--- src/rtl/cdown_pkg.sv ---
package cdown_pkg;

    localparam int DIGIT_W = 4;

    typedef enum logic [1:0] {
        ST_SETUP   = 2'd0,
        ST_RUN     = 2'd1,
        ST_EXPIRED = 2'd2
    } cd_state_t;

endpackage

--- src/rtl/cd_preset.sv ---
module cd_preset #(
    parameter int MIN_SEC = 1,
    parameter int MAX_SEC = 59,
    parameter int DW      = 4
) (
    input  logic          clk,
    input  logic          rst_n,
    input  logic          inc,
    input  logic          dec,
    output logic [DW-1:0] tens,
    output logic [DW-1:0] ones
);
    localparam logic [DW-1:0] MIN_T = DW'(MIN_SEC / 10);
    localparam logic [DW-1:0] MIN_O = DW'(MIN_SEC % 10);
    localparam logic [DW-1:0] MAX_T = DW'(MAX_SEC / 10);
    localparam logic [DW-1:0] MAX_O = DW'(MAX_SEC % 10);
    localparam logic [DW-1:0] NINE  = DW'(9);

    logic at_max, at_min;
    assign at_max = (tens == MAX_T) && (ones == MAX_O);
    assign at_min = (tens == MIN_T) && (ones == MIN_O);

    always_ff @(posedge clk or negedge rst_n) begin
        if (!rst_n) begin
            tens <= MIN_T;
            ones <= MIN_O;
        end else if (inc) begin
            if (at_max) begin
                tens <= MIN_T;
                ones <= MIN_O;
            end else if (ones == NINE) begin
                tens <= tens + 1'b1;
                ones <= '0;
            end else begin
                ones <= ones + 1'b1;
            end
        end else if (dec) begin
            if (at_min) begin
                tens <= MAX_T;
                ones <= MAX_O;
            end else if (ones == '0) begin
                tens <= tens - 1'b1;
                ones <= NINE;
            end else begin
                ones <= ones - 1'b1;
            end
        end
    end
endmodule

--- src/rtl/cd_counter.sv ---
module cd_counter #(
    parameter int DW = 4
) (
    input  logic          clk,
    input  logic          rst_n,
    input  logic          load,
    input  logic [DW-1:0] load_tens,
    input  logic [DW-1:0] load_ones,
    input  logic          dec,
    output logic [DW-1:0] tens,
    output logic [DW-1:0] ones,
    output logic          at_last
);
    localparam logic [DW-1:0] NINE = DW'(9);

    assign at_last = (tens == '0) && (ones == DW'(1));

    always_ff @(posedge clk or negedge rst_n) begin
        if (!rst_n) begin
            tens <= '0;
            ones <= '0;
        end else if (load) begin
            tens <= load_tens;
            ones <= load_ones;
        end else if (dec) begin
            if (ones == '0) begin
                tens <= tens - 1'b1;
                ones <= NINE;
            end else begin
                ones <= ones - 1'b1;
            end
        end
    end
endmodule

--- src/rtl/cd_blink.sv ---
module cd_blink (
    input  logic clk,
    input  logic rst_n,
    input  logic en,
    input  logic phase_tick,
    output logic blank_q
);
    always_ff @(posedge clk or negedge rst_n) begin
        if (!rst_n)          blank_q <= 1'b0;
        else if (!en)        blank_q <= 1'b0;
        else if (phase_tick) blank_q <= ~blank_q;
    end
endmodule

--- src/rtl/cd_fsm.sv ---
module cd_fsm
    import cdown_pkg::*;
(
    input  logic      clk,
    input  logic      rst_n,
    input  logic      key_set,
    input  logic      key_up,
    input  logic      key_down,
    input  logic      key_enter,
    input  logic      tick_1hz,
    input  logic      cnt_last,
    output cd_state_t state,
    output logic      preset_inc,
    output logic      preset_dec,
    output logic      cnt_load,
    output logic      cnt_dec
);
    cd_state_t state_nx;

    always_ff @(posedge clk or negedge rst_n) begin
        if (!rst_n) state <= ST_SETUP;
        else        state <= state_nx;
    end

    always_comb begin
        state_nx = state;
        unique case (state)
            ST_SETUP:   if (key_enter) state_nx = ST_RUN;                       // START
            ST_RUN:     if (key_set) state_nx = ST_SETUP;                       // STOP
                        else if (tick_1hz && cnt_last) state_nx = ST_EXPIRED;  // TIMEOUT
            ST_EXPIRED: if (key_set) state_nx = ST_SETUP;                       // ACK
            default:    state_nx = ST_SETUP;
        endcase
    end

    always_comb begin
        preset_inc = 1'b0;
        preset_dec = 1'b0;
        cnt_load   = 1'b0;
        cnt_dec    = 1'b0;
        unique case (state)
            ST_SETUP: begin
                cnt_load   = key_enter;
                preset_inc = key_up && !key_enter;
                preset_dec = key_down && !key_up && !key_enter;
            end
            ST_RUN:     cnt_dec = tick_1hz && !key_set;
            ST_EXPIRED: ;
            default:    ;
        endcase
    end
endmodule

--- src/rtl/cdown_alarm_top.sv ---
module cdown_alarm_top
    import cdown_pkg::*;
#(
    parameter int MIN_SEC = 1,
    parameter int MAX_SEC = 59
) (
    input  logic               clk,
    input  logic               rst_n,
    input  logic               tick_1hz,
    input  logic               tick_2hz,
    input  logic               key_set,
    input  logic               key_up,
    input  logic               key_down,
    input  logic               key_enter,
    output logic [DIGIT_W-1:0] digit_tens,
    output logic [DIGIT_W-1:0] digit_ones,
    output logic               blank,
    output logic               mode_setting
);
    cd_state_t          state;
    logic               preset_inc, preset_dec, cnt_load, cnt_dec, cnt_last;
    logic               blank_q;
    logic [DIGIT_W-1:0] pre_tens, pre_ones, cnt_tens, cnt_ones;

    cd_fsm u_fsm (
        .clk(clk), .rst_n(rst_n),
        .key_set(key_set), .key_up(key_up), .key_down(key_down),
        .key_enter(key_enter), .tick_1hz(tick_1hz), .cnt_last(cnt_last),
        .state(state), .preset_inc(preset_inc), .preset_dec(preset_dec),
        .cnt_load(cnt_load), .cnt_dec(cnt_dec)
    );

    cd_preset #(.MIN_SEC(MIN_SEC), .MAX_SEC(MAX_SEC), .DW(DIGIT_W)) u_preset (
        .clk(clk), .rst_n(rst_n), .inc(preset_inc), .dec(preset_dec),
        .tens(pre_tens), .ones(pre_ones)
    );

    cd_counter #(.DW(DIGIT_W)) u_count (
        .clk(clk), .rst_n(rst_n), .load(cnt_load),
        .load_tens(pre_tens), .load_ones(pre_ones), .dec(cnt_dec),
        .tens(cnt_tens), .ones(cnt_ones), .at_last(cnt_last)
    );

    cd_blink u_blink (
        .clk(clk), .rst_n(rst_n), .en(state == ST_EXPIRED),
        .phase_tick(tick_2hz), .blank_q(blank_q)
    );

    always_comb begin
        mode_setting = (state == ST_SETUP);
        blank        = blank_q && (state == ST_EXPIRED);
        if (state == ST_SETUP) begin
            digit_tens = pre_tens;
            digit_ones = pre_ones;
        end else begin
            digit_tens = cnt_tens;
            digit_ones = cnt_ones;
        end
    end
endmodule

--- config.mk ---
export PLATFORM = sky130hd
export DESIGN_NAME = cdown_alarm_top
export DESIGN_NICKNAME = d
export VERILOG_FILES = /design/src/rtl/cdown_pkg.sv /design/src/rtl/cd_preset.sv /design/src/rtl/cd_counter.sv /design/src/rtl/cd_blink.sv /design/src/rtl/cd_fsm.sv /design/src/rtl/cdown_alarm_top.sv
export SDC_FILE = /design/constraint.sdc
export NUM_CORES = 1
export LEC_CHECK = 0
export CELL_PAD_IN_SITES_DETAIL_PLACEMENT = 1
export CELL_PAD_IN_SITES_GLOBAL_PLACEMENT = 1
export CORE_MARGIN = 5
export CORE_UTILIZATION = 46
export DETAILED_ROUTE_END_ITERATION = 8
export PLACE_DENSITY_LB_ADDON = 0.1
export SLEW_MARGIN = 5
export SYNTH_ARGS = -nofsm -noshare
export SYNTH_HDL_FRONTEND = slang
export SYNTH_HIERARCHICAL = 1
export SYNTH_SLANG_ARGS = --single-unit
export TNS_END_PERCENT = 1
--- constraint.sdc ---
create_clock -name clk -period 6.6 [get_ports clk]
set_input_delay 1.32 -clock clk [delete_from_list [all_inputs] [get_ports clk]]
set_output_delay 1.32 -clock clk [all_outputs]
set_load 0.05 [all_outputs]
; Word level (Yosys, flattened, before mapping)
; Index checks and enable logic that the tools add are counted.
[classes]
n_mul = 0
n_bitwise = 1
shifts = 0
n_reduce_logical = 24
add_sub_neg = 6
n_lt_le_gt_ge = 0
n_div = 0
muxes = 31
eq_ne = 11
[op_table]
columns = operator, count
row1 = 4-bit two-way mux, 20
row2 = 4-bit logical NOT, 4
row3 = "4-bit by 1-bit subtractor with 4-bit output, second input constant", 4
row4 = 1-bit logical AND, 9
row5 = "4-bit by 1-bit adder with 4-bit output, second input constant", 2
row6 = "4-bit by 1-bit equality test with 1-bit output, second input constant", 2
row7 = 2-bit two-way mux, 4
row8 = 1-bit two-way mux, 6
row9 = "2-bit inequality test, second input constant", 3
row10 = 2-bit one-hot mux with 3 select lines, 1
row11 = 3-bit AND reduction, 2
row12 = 2-bit nonzero test, 3
row13 = "4-bit by 3-bit equality test with 1-bit output, second input constant", 1
row14 = "4-bit equality test, second input constant", 1
row15 = 1-bit logical NOT, 3
row16 = "3-bit by 1-bit inequality test with 1-bit output, second input constant", 1
row17 = "3-bit by 2-bit inequality test with 1-bit output, second input constant", 1
row18 = 3-bit nonzero test, 1
row19 = "2-bit by 1-bit equality test with 1-bit output, second input constant", 1
row20 = "2-bit equality test, second input constant", 1
row21 = 2-bit logical NOT, 1
row22 = 2-bit AND reduction, 1
row23 = 1-bit NOT, 1
[word_totals]
rom_bits = 0
ramBits = 0
elab_cells = 79
output_inout_bits = 10
ff_bits = 19
input_bits = 8
latchBits = 0
memories = 0

; Longest topological paths before layout
; Gate-level depths: netlist of run 1.
[depth]
word_depth = 6
mapped_depth = 7
mapped_depth_nobuf = 6

; Modules after synthesis
; Netlist of run 1, hierarchy kept.
[modules_own_cells]
columns = mod, seq_area_each_um2, n_inst, area_each_um2, cells_per_inst
row1 = cd_preset, 201.4, 1, 768.2, 84
row2 = cd_counter, 200.2, 1, 488.0, 54
row3 = cd_fsm, 50.0, 1, 130.1, 13
row4 = cdown_alarm_top, 0.0, 1, 113.9, 11
row5 = cd_blink, 25.0, 1, 40.0, 3

; Worst setup path before layout of run 1
; OpenSTA, ideal clock, no wires.
[synth_path]
kind = input -> register
startpoint = input key_up
endpoint = register u_preset.tens[1]
arrival_ns = 2.814
slack_ns = 3.661
setup_ns = 0.125
t_required_ns = 6.475
n_path_buf = 0
path_stages = 5
cell_sequence = nand2b_1 -> nor4_1 -> o2111ai_4 -> and2_4 -> mux2_4
[synth_via]
elab_chain_cells = 6
word_cells_on_any_way = 11
cone_classes = eq/ne: 1 / mux: 3 / reduce/logical: 7
[synth_rtl]
columns = element, line_no
row1 = start: declaration, cdown_alarm_top.sv:12  ; input logic key_up,
row2 = 1-bit logical NOT, cd_fsm.sv:45  ; preset_dec = key_down && !key_up && !key_enter;
row3 = 1-bit logical AND (2 in series), cd_fsm.sv:45
row4 = 1-bit two-way mux, cd_fsm.sv:41  ; unique case (state)
row5 = named net preset_dec, cdown_alarm_top.sv:21  ; logic preset_inc, preset_dec, cnt_load, cnt_dec, cnt_last;
row6 = 2-bit nonzero test (no source line), n/a
row7 = 3-bit AND reduction (no source line), n/a
row8 = end signal: assignment, cd_preset.sv:32  ; tens <= tens + 1'b1;
row9 = end signal: assignment, cd_preset.sv:42  ; tens <= tens - 1'b1;
row10 = end: declaration, cd_preset.sv:10  ; output logic [DW-1:0] tens,
; The timed path passes the listed nets, and every way through them passes these cells.
; A chain may end at the register's enable or synchronous reset.

; Worst setup path after layout of run 1
[layout_path]
startpoint = register u_fsm.state[1]
endpoint = output digit_tens[3]
[layout_via]
elab_chain_cells = 2
[layout_rtl]
columns = element, line_no
row1 = start: declaration, cd_fsm.sv:12  ; output cd_state_t state,
row2 = start signal: assignment, cd_fsm.sv:22  ; else state <= state_nx;
row3 = 2-bit logical NOT, cdown_alarm_top.sv:52  ; if (state == ST_SETUP) begin
row4 = 4-bit two-way mux, cdown_alarm_top.sv:52
row5 = end: declaration, cdown_alarm_top.sv:15  ; output logic [DIGIT_W-1:0] digit_tens,
; Every way passes these cells.

==> results of run 1 <==
[synthesized netlist by cell type, types with 2 or more instances]
| cell type | number |
|---|---|
| sky130_fd_sc_hd__a31oi_1 | 5 |
| sky130_fd_sc_hd__nand4_1 | 3 |
| sky130_fd_sc_hd__a221o_1 | 3 |
| sky130_fd_sc_hd__ha_1 | 8 |
| sky130_fd_sc_hd__a211o_1 | 2 |
| sky130_fd_sc_hd__nand2_1 | 7 |
| sky130_fd_sc_hd__dfrtp_1 | 18 |
| sky130_fd_sc_hd__nor4b_1 | 3 |
| sky130_fd_sc_hd__inv_1 | 10 |
| sky130_fd_sc_hd__nor4_1 | 4 |
| sky130_fd_sc_hd__nand2b_1 | 6 |
| sky130_fd_sc_hd__a21oi_1 | 6 |
| sky130_fd_sc_hd__nor3b_1 | 2 |
| sky130_fd_sc_hd__mux2i_1 | 2 |
| sky130_fd_sc_hd__nand3_1 | 8 |
| sky130_fd_sc_hd__o21ai_1 | 5 |
| sky130_fd_sc_hd__xnor2_1 | 2 |
| sky130_fd_sc_hd__nand3b_1 | 3 |
| sky130_fd_sc_hd__and2_1 | 2 |
| sky130_fd_sc_hd__nor2_1 | 7 |
| sky130_fd_sc_hd__o21ai_0 | 5 |
| sky130_fd_sc_hd__nor2b_1 | 3 |
| sky130_fd_sc_hd__o211ai_1 | 2 |
| sky130_fd_sc_hd__clkbuf_1 | 3 |
| sky130_fd_sc_hd__nand4b_1 | 3 |
| sky130_fd_sc_hd__nor3_1 | 4 |
| sky130_fd_sc_hd__mux2_2 | 8 |
[routing by layer]
metal  global-route usage (%)  vias up  part of all wire, %
li1                         -      661                    -
met1                     24.2      714                   43
met2                     37.3       18                   53
met3                     1.48        5                  2.7
met4                     5.71        0                  1.1
met5                        0        -                    0
[flip-flops by register name, summed over array words and instances, names as in the netlist]
| signal | flops |
|---|---|
| u_blink/blank_q | 1 |
| u_count/ones | 4 |
| u_count/tens | 4 |
| u_fsm/state | 2 |
| u_preset/ones | 4 |
| u_preset/tens | 4 |
[worst min-delay path: stages (launching register included)]
cell                      delay [ns]
sky130_fd_sc_hd__dfstp_2        0.45
sky130_fd_sc_hd__a21oi_1        0.13
sky130_fd_sc_hd__a31oi_1        0.05
[stage by stage]
stage	cells	instance area, um^2	power [mW]
after floorplan	165	1540	0.504
after global placement	225	1770	0.610
after detailed placement	225	1770	0.630
after CTS	229	1790	0.695
after global routing	229	1790	0.740
final	229	1790	0.693
[kinds of logic (layout without fill, tap and decap cells)]
family | after synthesis | in the layout | synth area share [%]
and+or+nand+nor | 68 | 68 | 28.4
AOI/OAI and AO/OA | 41 | 41 | 20.1
DFF | 19 | 19 | 31.0
buffers and inverters | 15 | 33 | 4.22
muxes | 11 | 11 | 8.12
adders and majority gates | 8 | 8 | 6.50
xor gates and xnor gates | 3 | 3 | 1.71
[power by group through the flow]
stage / Sequential, mW / Clock (mW) / Combinational, mW
after floorplan: 0.209 / 0 / 0.295
after global placement: 0.238 / 0 / 0.371
after detailed placement: 0.242 / 0 / 0.388
after CTS: 0.240 / 0.0651 / 0.390
after global routing: 0.250 / 0.0694 / 0.420
final: 0.241 / 0.0635 / 0.388
[how the worst min path moves through the flow]
| stage | from | endpoint | slack, ns | cells after the start |
|---|---|---|---|---|
| 3_5_place_dp | u_preset/ones[0]$_DFFE_PN1P_ | u_preset/ones[0]$_DFFE_PN1P_ | 0.60 | 2 |
| 3_3_place_gp | u_blink/blank_q$_DFFE_PN0P_ | u_blink/blank_q$_DFFE_PN0P_ | 0.58 | 2 |
| 4_1_cts | u_preset/ones[0]$_DFFE_PN1P_ | u_preset/ones[0]$_DFFE_PN1P_ | 0.62 | 2 |
| 5_1_grt | u_preset/ones[0]$_DFFE_PN1P_ | u_preset/ones[0]$_DFFE_PN1P_ | 0.64 | 2 |
| 6_report | u_preset/ones[0]$_DFFE_PN1P_ | u_preset/ones[0]$_DFFE_PN1P_ | 0.62 | 2 |
| 2_1_floorplan | u_preset/ones[2]$_DFFE_PN0P_ | u_count/ones[2]$_DFFE_PN0P_ | 0.47 | 2 |
[final cells by class]
cell class | count | area, um^2 | area share (%)
flip-flops and latches | 19 | 477 | 26.6
multi-input cells | 131 | 1010 | 56.3
well taps | 46 | 57.6 | 3.21
inverters | 10 | 37.5 | 2.09
repair buffers | 19 | 185 | 10.3
clock inverters | 1 | 5.00 | 0.279
clock buffers | 3 | 22.5 | 1.26
==> impl_metrics.json, run 1 <==
{
  "outcome": "finished clean",
  "worstSetupEndpoint": "digit_tens[3]",
  "ys.flop_type": "sky130_fd_sc_hd__dfrtp_1",
  "place.gp.congestion": 0.870,
  "detail_route.wirelength_mm": 4.25,
  "internal_power_mw": 0.341,
  "syn-instance-count": 165,
  "power.share.combinational_pct": 56.0,
  "flow.area_growth_from_synthesis_pct": 16.5,
  "timing.critical_path.depth": 3,
  "grt_first_pass_wirelength_mm": 6.97,
  "clock-skew-final_ns": 0.0106,
  "ant_diodes": 0,
  "synthesis.area_mm2": 0.00154,
  "worstRegToRegCells": 5,
  "filler_cell_count": 402,
  "cp_top_family": "buffers and inverters",
  "globalRouteOverflowTotal": 0,
  "vias_in_the_first_global_route": 1436,
  "dp_hpwl_mm": 3.18,
  "clock_transition_at_path_regs_ns": 0.13,
  "utilization_pct": 54.6,
  "switching_share_pct": 50.7,
  "drv_cap": 0,
  "clk-insertion-delay-late_ns": 0.31,
  "chipHeight_um": 67.9,
  "setup.worst_path.start": "u_fsm/state[1]$_DFFE_PN0P_",
  "grt_antenna_before_repair": 0,
  "portBuffers": 17,
  "net-switching-power_mw": 0.351,
  "first_iter_violations": 60,
  "worstHoldPathType": "flop to flop",
  "cp_max_fo": 9,
  "drv_slew": 0,
  "fin_hold_ws_ns": 0.617,
  "reg2reg_setup_slack_ns": 4.51,
  "layout_min_cycle_time_ns": 3.54,
  "yosysTopAreaCellShare_pct": 29.2,
  "yosysTopAreaCell": "sky130_fd_sc_hd__dfrtp_1",
  "p_leak_nw": 0.713,
  "cts_tree": "yes",
  "floorplan.die.width_um": 67.9,
  "synth_enable_flop_cells": 0,
  "globalRouteTotalUtil_pct": 19.9,
  "final_min_period_over_clock_period_pct": 53.7,
  "drt.antenna.violating_nets": 0,
  "layout-drive-gt1-share_pct": 15.3,
  "fmaxAchievable_mhz": 282,
  "hold_buffers": 0,
  "power_frac_clock_pct": 9.2,
  "crit_buf_inv": 1,
  "rsz0062_at_grt": "no",
  "yosys_warnings": 6,
  "worst-endpoint-arrival_ns": 2.22,
  "starting_density_pct": 46.9,
  "power.ir.vdd_worst_mv": 0.183,
  "layout.nets": 200,
  "cts_buffers": 3,
  "path_cells": "nor2_4 -> mux2_2 -> clkdlybuf4s50_1",
  "synth_nets": 181,
  "mostFrequentLayoutCells": "18 x sky130_fd_sc_hd__dfrtp_1, 17 x sky130_fd_sc_hd__clkdlybuf4s50_1, 10 x sky130_fd_sc_hd__inv_1",
  "first_pass_iteration_count_of_the_detailed_router": 4,
  "fp-row-count": 21,
  "yosys_register_bits": 19,
  "power_per_cell_area_mw_per_mm2": 386,
  "post-route-drc-count": 0,
  "postSynth.asyncResetShare_pct": 100,
  "tns_ns": 0,
  "layout.cells.most_common": "sky130_fd_sc_hd__dfrtp_1",
  "cts_max_path_buffers": 2,
  "cts_root_buf": "sky130_fd_sc_hd__clkbuf_4",
  "ys_top_cells_by_area": "sky130_fd_sc_hd__dfrtp_1 29%, sky130_fd_sc_hd__ha_1 6.5%, sky130_fd_sc_hd__mux2_2 5.8%",
  "cts_setup_buffers": 0,
  "design.portCount": 18,
  "postSynthAreaPerCell_um2": 9.33,
  "critical_path_class": "flop to output port",
  "via_per_inst": 6.10,
  "timing.critical_path.required_ns": 5.28,
  "regToRegStartpoint": "u_preset/ones[0]$_DFFE_PN1P_",
  "coreArea_mm2": 0.00328,
  "pre_cts_slack_ns": 3.23,
  "cts.htree.levels": 1,
  "seq_power_share_pct": 34.8,
  "post_cts.resized_instances": 0,
  "sort_of_element_at_the_end_of_the_critical_path": "output port",
  "report.final.hold_viol_count": 0,
  "cpMaxStageDelayCell": "sky130_fd_sc_hd__clkdlybuf4s50_1",
  "routedWlPerCell_um": 18.6,
  "max_slew.worst_pin.slew_ns": 1.04,
  "slew-limit-headroom_pct": 30.3,
  "cts.sink_count": 19,
  "yosys.cell_types.count": 58,
  "yosysSeqAreaShare_pct": 31.0,
  "vias": 1398,
  "cp-start-kind": "flop",
  "setup-violations-final": 0,
  "critical_path.max_stage_delay_ns": 0.70,
  "pin_count_of_the_biggest_net_entering_global_routing": 21,
  "design.die.area_mm2": 0.00461,
  "crit-reg2reg-capture": "u_preset/tens[1]$_DFFE_PN0P_",
  "postLayoutSetupSlackWorst_ns": 3.06
}
Note: power is estimated with default switching activity, not from simulation.
==> run 2, diff against run 1 <==
--- a/config.mk
+++ b/config.mk
@@ -8,7 +8,7 @@
 export CELL_PAD_IN_SITES_DETAIL_PLACEMENT = 1
 export CELL_PAD_IN_SITES_GLOBAL_PLACEMENT = 1
 export CORE_MARGIN = 5
-export CORE_UTILIZATION = 46
+export CORE_UTILIZATION = 43
 export DETAILED_ROUTE_END_ITERATION = 8
 export PLACE_DENSITY_LB_ADDON = 0.1
 export SLEW_MARGIN = 5
==> constraint.sdc (replaced) <==
create_clock -name clk -period 3.55 [get_ports clk]
set_input_delay 0.71 -clock clk [delete_from_list [all_inputs] [get_ports clk]]
set_output_delay 0.71 -clock clk [all_outputs]
set_load 0.05 [all_outputs]
==> run 2 against run 1 <==
Against the previous run:
- core utilization shrank 1.5 points
- clock skew shrank 0.0015 ns
- non-clock buffer count grew 1
- combinational power grew 85%
- sequential power grew 87%
- cell count grew 0.44%
- worst setup slack lost 2.4 ns
- global-route usage shrank 3.3 points
- cell area grew 0.35%
==> impl_metrics.json, run 2 (synthesis gave the netlist of run 1 again) <==
{
  "flow.area_growth_from_synthesis_pct": 16.9,
  "post_cts.resized_instances": 0,
  "vias_in_the_first_global_route": 1397,
  "sort_of_element_at_the_end_of_the_critical_path": "output port",
  "vias": 1374,
  "cpMaxStageDelayCell": "sky130_fd_sc_hd__clkdlybuf4s50_1",
  "hold_buffers": 0,
  "slew-limit-headroom_pct": 40.8,
  "holdPathEnd": "u_preset/ones[0]$_DFFE_PN1P_",
  "hold_path_startpoint": "u_preset/ones[0]$_DFFE_PN1P_",
  "drv_slew": 0,
  "postLayoutSetupSlackWorst_ns": 0.619,
  "power_frac_clock_pct": 8.7,
  "layout-drive-gt1-share_pct": 15.2,
  "pre_cts_slack_ns": 0.902,
  "crit-reg2reg-capture": "u_preset/tens[1]$_DFFE_PN0P_",
  "pin_count_of_the_biggest_net_entering_global_routing": 21,
  "cts_root_buf": "sky130_fd_sc_hd__clkbuf_4",
  "ant_diodes": 0,
  "clock-skew-final_ns": 0.00909,
  "outcome": "finished clean",
  "final_cell_count_no_fill": 230,
  "first_pass_iteration_count_of_the_detailed_router": 4,
  "regToRegStartpoint": "u_preset/ones[0]$_DFFE_PN1P_",
  "chipHeight_um": 69.9,
  "first_iter_violations": 27,
  "drt.antenna.violating_nets": 0,
  "timing.critical_path.required_ns": 2.84,
  "timing.hold.worst_path_depth": 2,
  "via_per_inst": 5.97,
  "report.final.hold_viol_count": 0,
  "fmaxAchievable_mhz": 341,
  "routedWlPerCell_um": 17.1,
  "clock_transition_at_path_regs_ns": 0.12,
  "drv_cap": 0,
  "switching_share_pct": 50.1,
  "filler_cell_count": 393,
  "worstRegToRegCells": 5,
  "rsz0062_at_grt": "no",
  "dp_hpwl_mm": 3.00,
  "cts_setup_buffers": 0,
  "cts.sink_count": 19,
  "internal_power_mw": 0.638,
  "coreArea_mm2": 0.00339,
  "cts_tree": "yes",
  "max_slew.worst_pin.slew_ns": 0.885,
  "p_leak_nw": 0.716,
  "cts_buffers": 3,
  "dpl_cell_area_mm2": 0.00177,
  "globalRouteTotalUtil_pct": 16.6,
  "setup.worst_path.start": "u_fsm/state[1]$_DFFE_PN0P_",
  "floorplan.die.width_um": 69.9,
  "power_per_cell_area_mw_per_mm2": 710,
  "worstHoldPathType": "flop to flop",
  "path_cells": "nor2_4 -> mux2_2 -> clkdlybuf4s50_1",
  "cts_max_path_buffers": 2,
  "reg2reg_setup_slack_ns": 1.47,
  "seq_power_share_pct": 35.2,
  "multi_input_comb_area_mm2": 0.00101,
  "detail_route.wirelength_mm": 3.93,
  "layout.nets": 201,
  "place.detailed.instances": 226,
  "worst-endpoint-arrival_ns": 2.22,
  "clk-insertion-delay-late_ns": 0.29,
  "cp_max_fo": 9,
  "post-route-drc-count": 0,
  "fp-row-count": 21,
  "stdcell_area_mm2": 0.00180,
  "setup-violations-final": 0,
  "final_min_period_over_clock_period_pct": 82.6,
  "net-switching-power_mw": 0.641,
  "critical_path.max_stage_delay_ns": 0.70,
  "place.gp.congestion": 0.922,
  "fin_hold_ws_ns": 0.609,
  "portBuffers": 17,
  "grt_antenna_before_repair": 0,
  "mostFrequentLayoutCells": "18 x sky130_fd_sc_hd__dfrtp_1, 17 x sky130_fd_sc_hd__clkdlybuf4s50_1, 10 x sky130_fd_sc_hd__inv_1",
  "grt_first_pass_wirelength_mm": 6.76,
  "globalRouteOverflowTotal": 0,
  "cts.htree.levels": 1,
  "design.portCount": 18,
  "starting_density_pct": 45.4,
  "cp-start-kind": "flop",
  "power.share.combinational_pct": 56.1,
  "power.ir.vdd_worst_mv": 0.233,
  "layout_min_cycle_time_ns": 2.93,
  "design.die.area_mm2": 0.00488,
  "layout.cells.most_common": "sky130_fd_sc_hd__dfrtp_1",
  "tns_ns": 0,
  "seqCellArea_um2": 477,
  "critical_path_class": "flop to output port"
}
[run 2: cell count changes in the layout (fill, tap and decap cells not counted)]
cell and change:
sky130_fd_sc_hd__clkbuf_1 +1, sky130_fd_sc_hd__clkinv_2 -1, sky130_fd_sc_hd__buf_4 +1
[run 2: cell type report]
| class | instances | share of cell area [%] |
|---|---|---|
| clock buffer | 4 | 1.46 |
| inverter | 10 | 2.08 |
| multi-input combinational | 131 | 56.1 |
| sequential | 19 | 26.5 |
| tap | 46 | 3.20 |
| timing repair buffer | 20 | 10.7 |
[run 2: how the worst max path moves through the flow]
stage | slack (ns) | cells past startpoint | endpoint
after CTS | 0.62 | 3 | digit_tens[3]
after detailed placement | 0.90 | 6 | u_preset/tens[1]$_DFFE_PN0P_
after global placement | 0.98 | 3 | digit_tens[3]
after floorplan | 1.22 | 5 | u_preset/tens[1]$_DFFE_PN0P_
after global routing | 0.55 | 3 | digit_ones[2]
final | 0.62 | 3 | digit_tens[3]
[run 2: routing by layer]
layer,vias up,share of wire (%),global-route usage (%)
met3,6,1.5,1.58
met1,689,45,21.4
met2,17,52,29.0
met5,-,0,0
li1,662,-,-
met4,0,1.8,5.32
[run 2: power by group through the flow]
stage | sequential [mW] | clock (mW) | combinational (mW)
floorplan | 0.389 | 0 | 0.548
CTS | 0.449 | 0.115 | 0.720
global placement | 0.447 | 0 | 0.696
detailed placement | 0.454 | 0 | 0.717
global route | 0.469 | 0.125 | 0.777
finish | 0.450 | 0.112 | 0.718
[run 2: worst max-delay path, delay by kind of cell (launching register included)]
kind	cells	cell delay, ns
buffers and inverters	1	0.70
DFF	1	0.52
muxes	1	0.38
and+or+nand+nor	1	0.32
[run 2: per-stage QoR]
| step | util, % | power, mW |
|---|---|---|
| final | 53.1 | 1.28 |
| after global routing | 53.1 | 1.37 |
| after CTS | 53.1 | 1.28 |
| after detailed placement | 52.3 | 1.17 |
| after global placement | 52.3 | 1.14 |
| after floorplan | - | 0.937 |
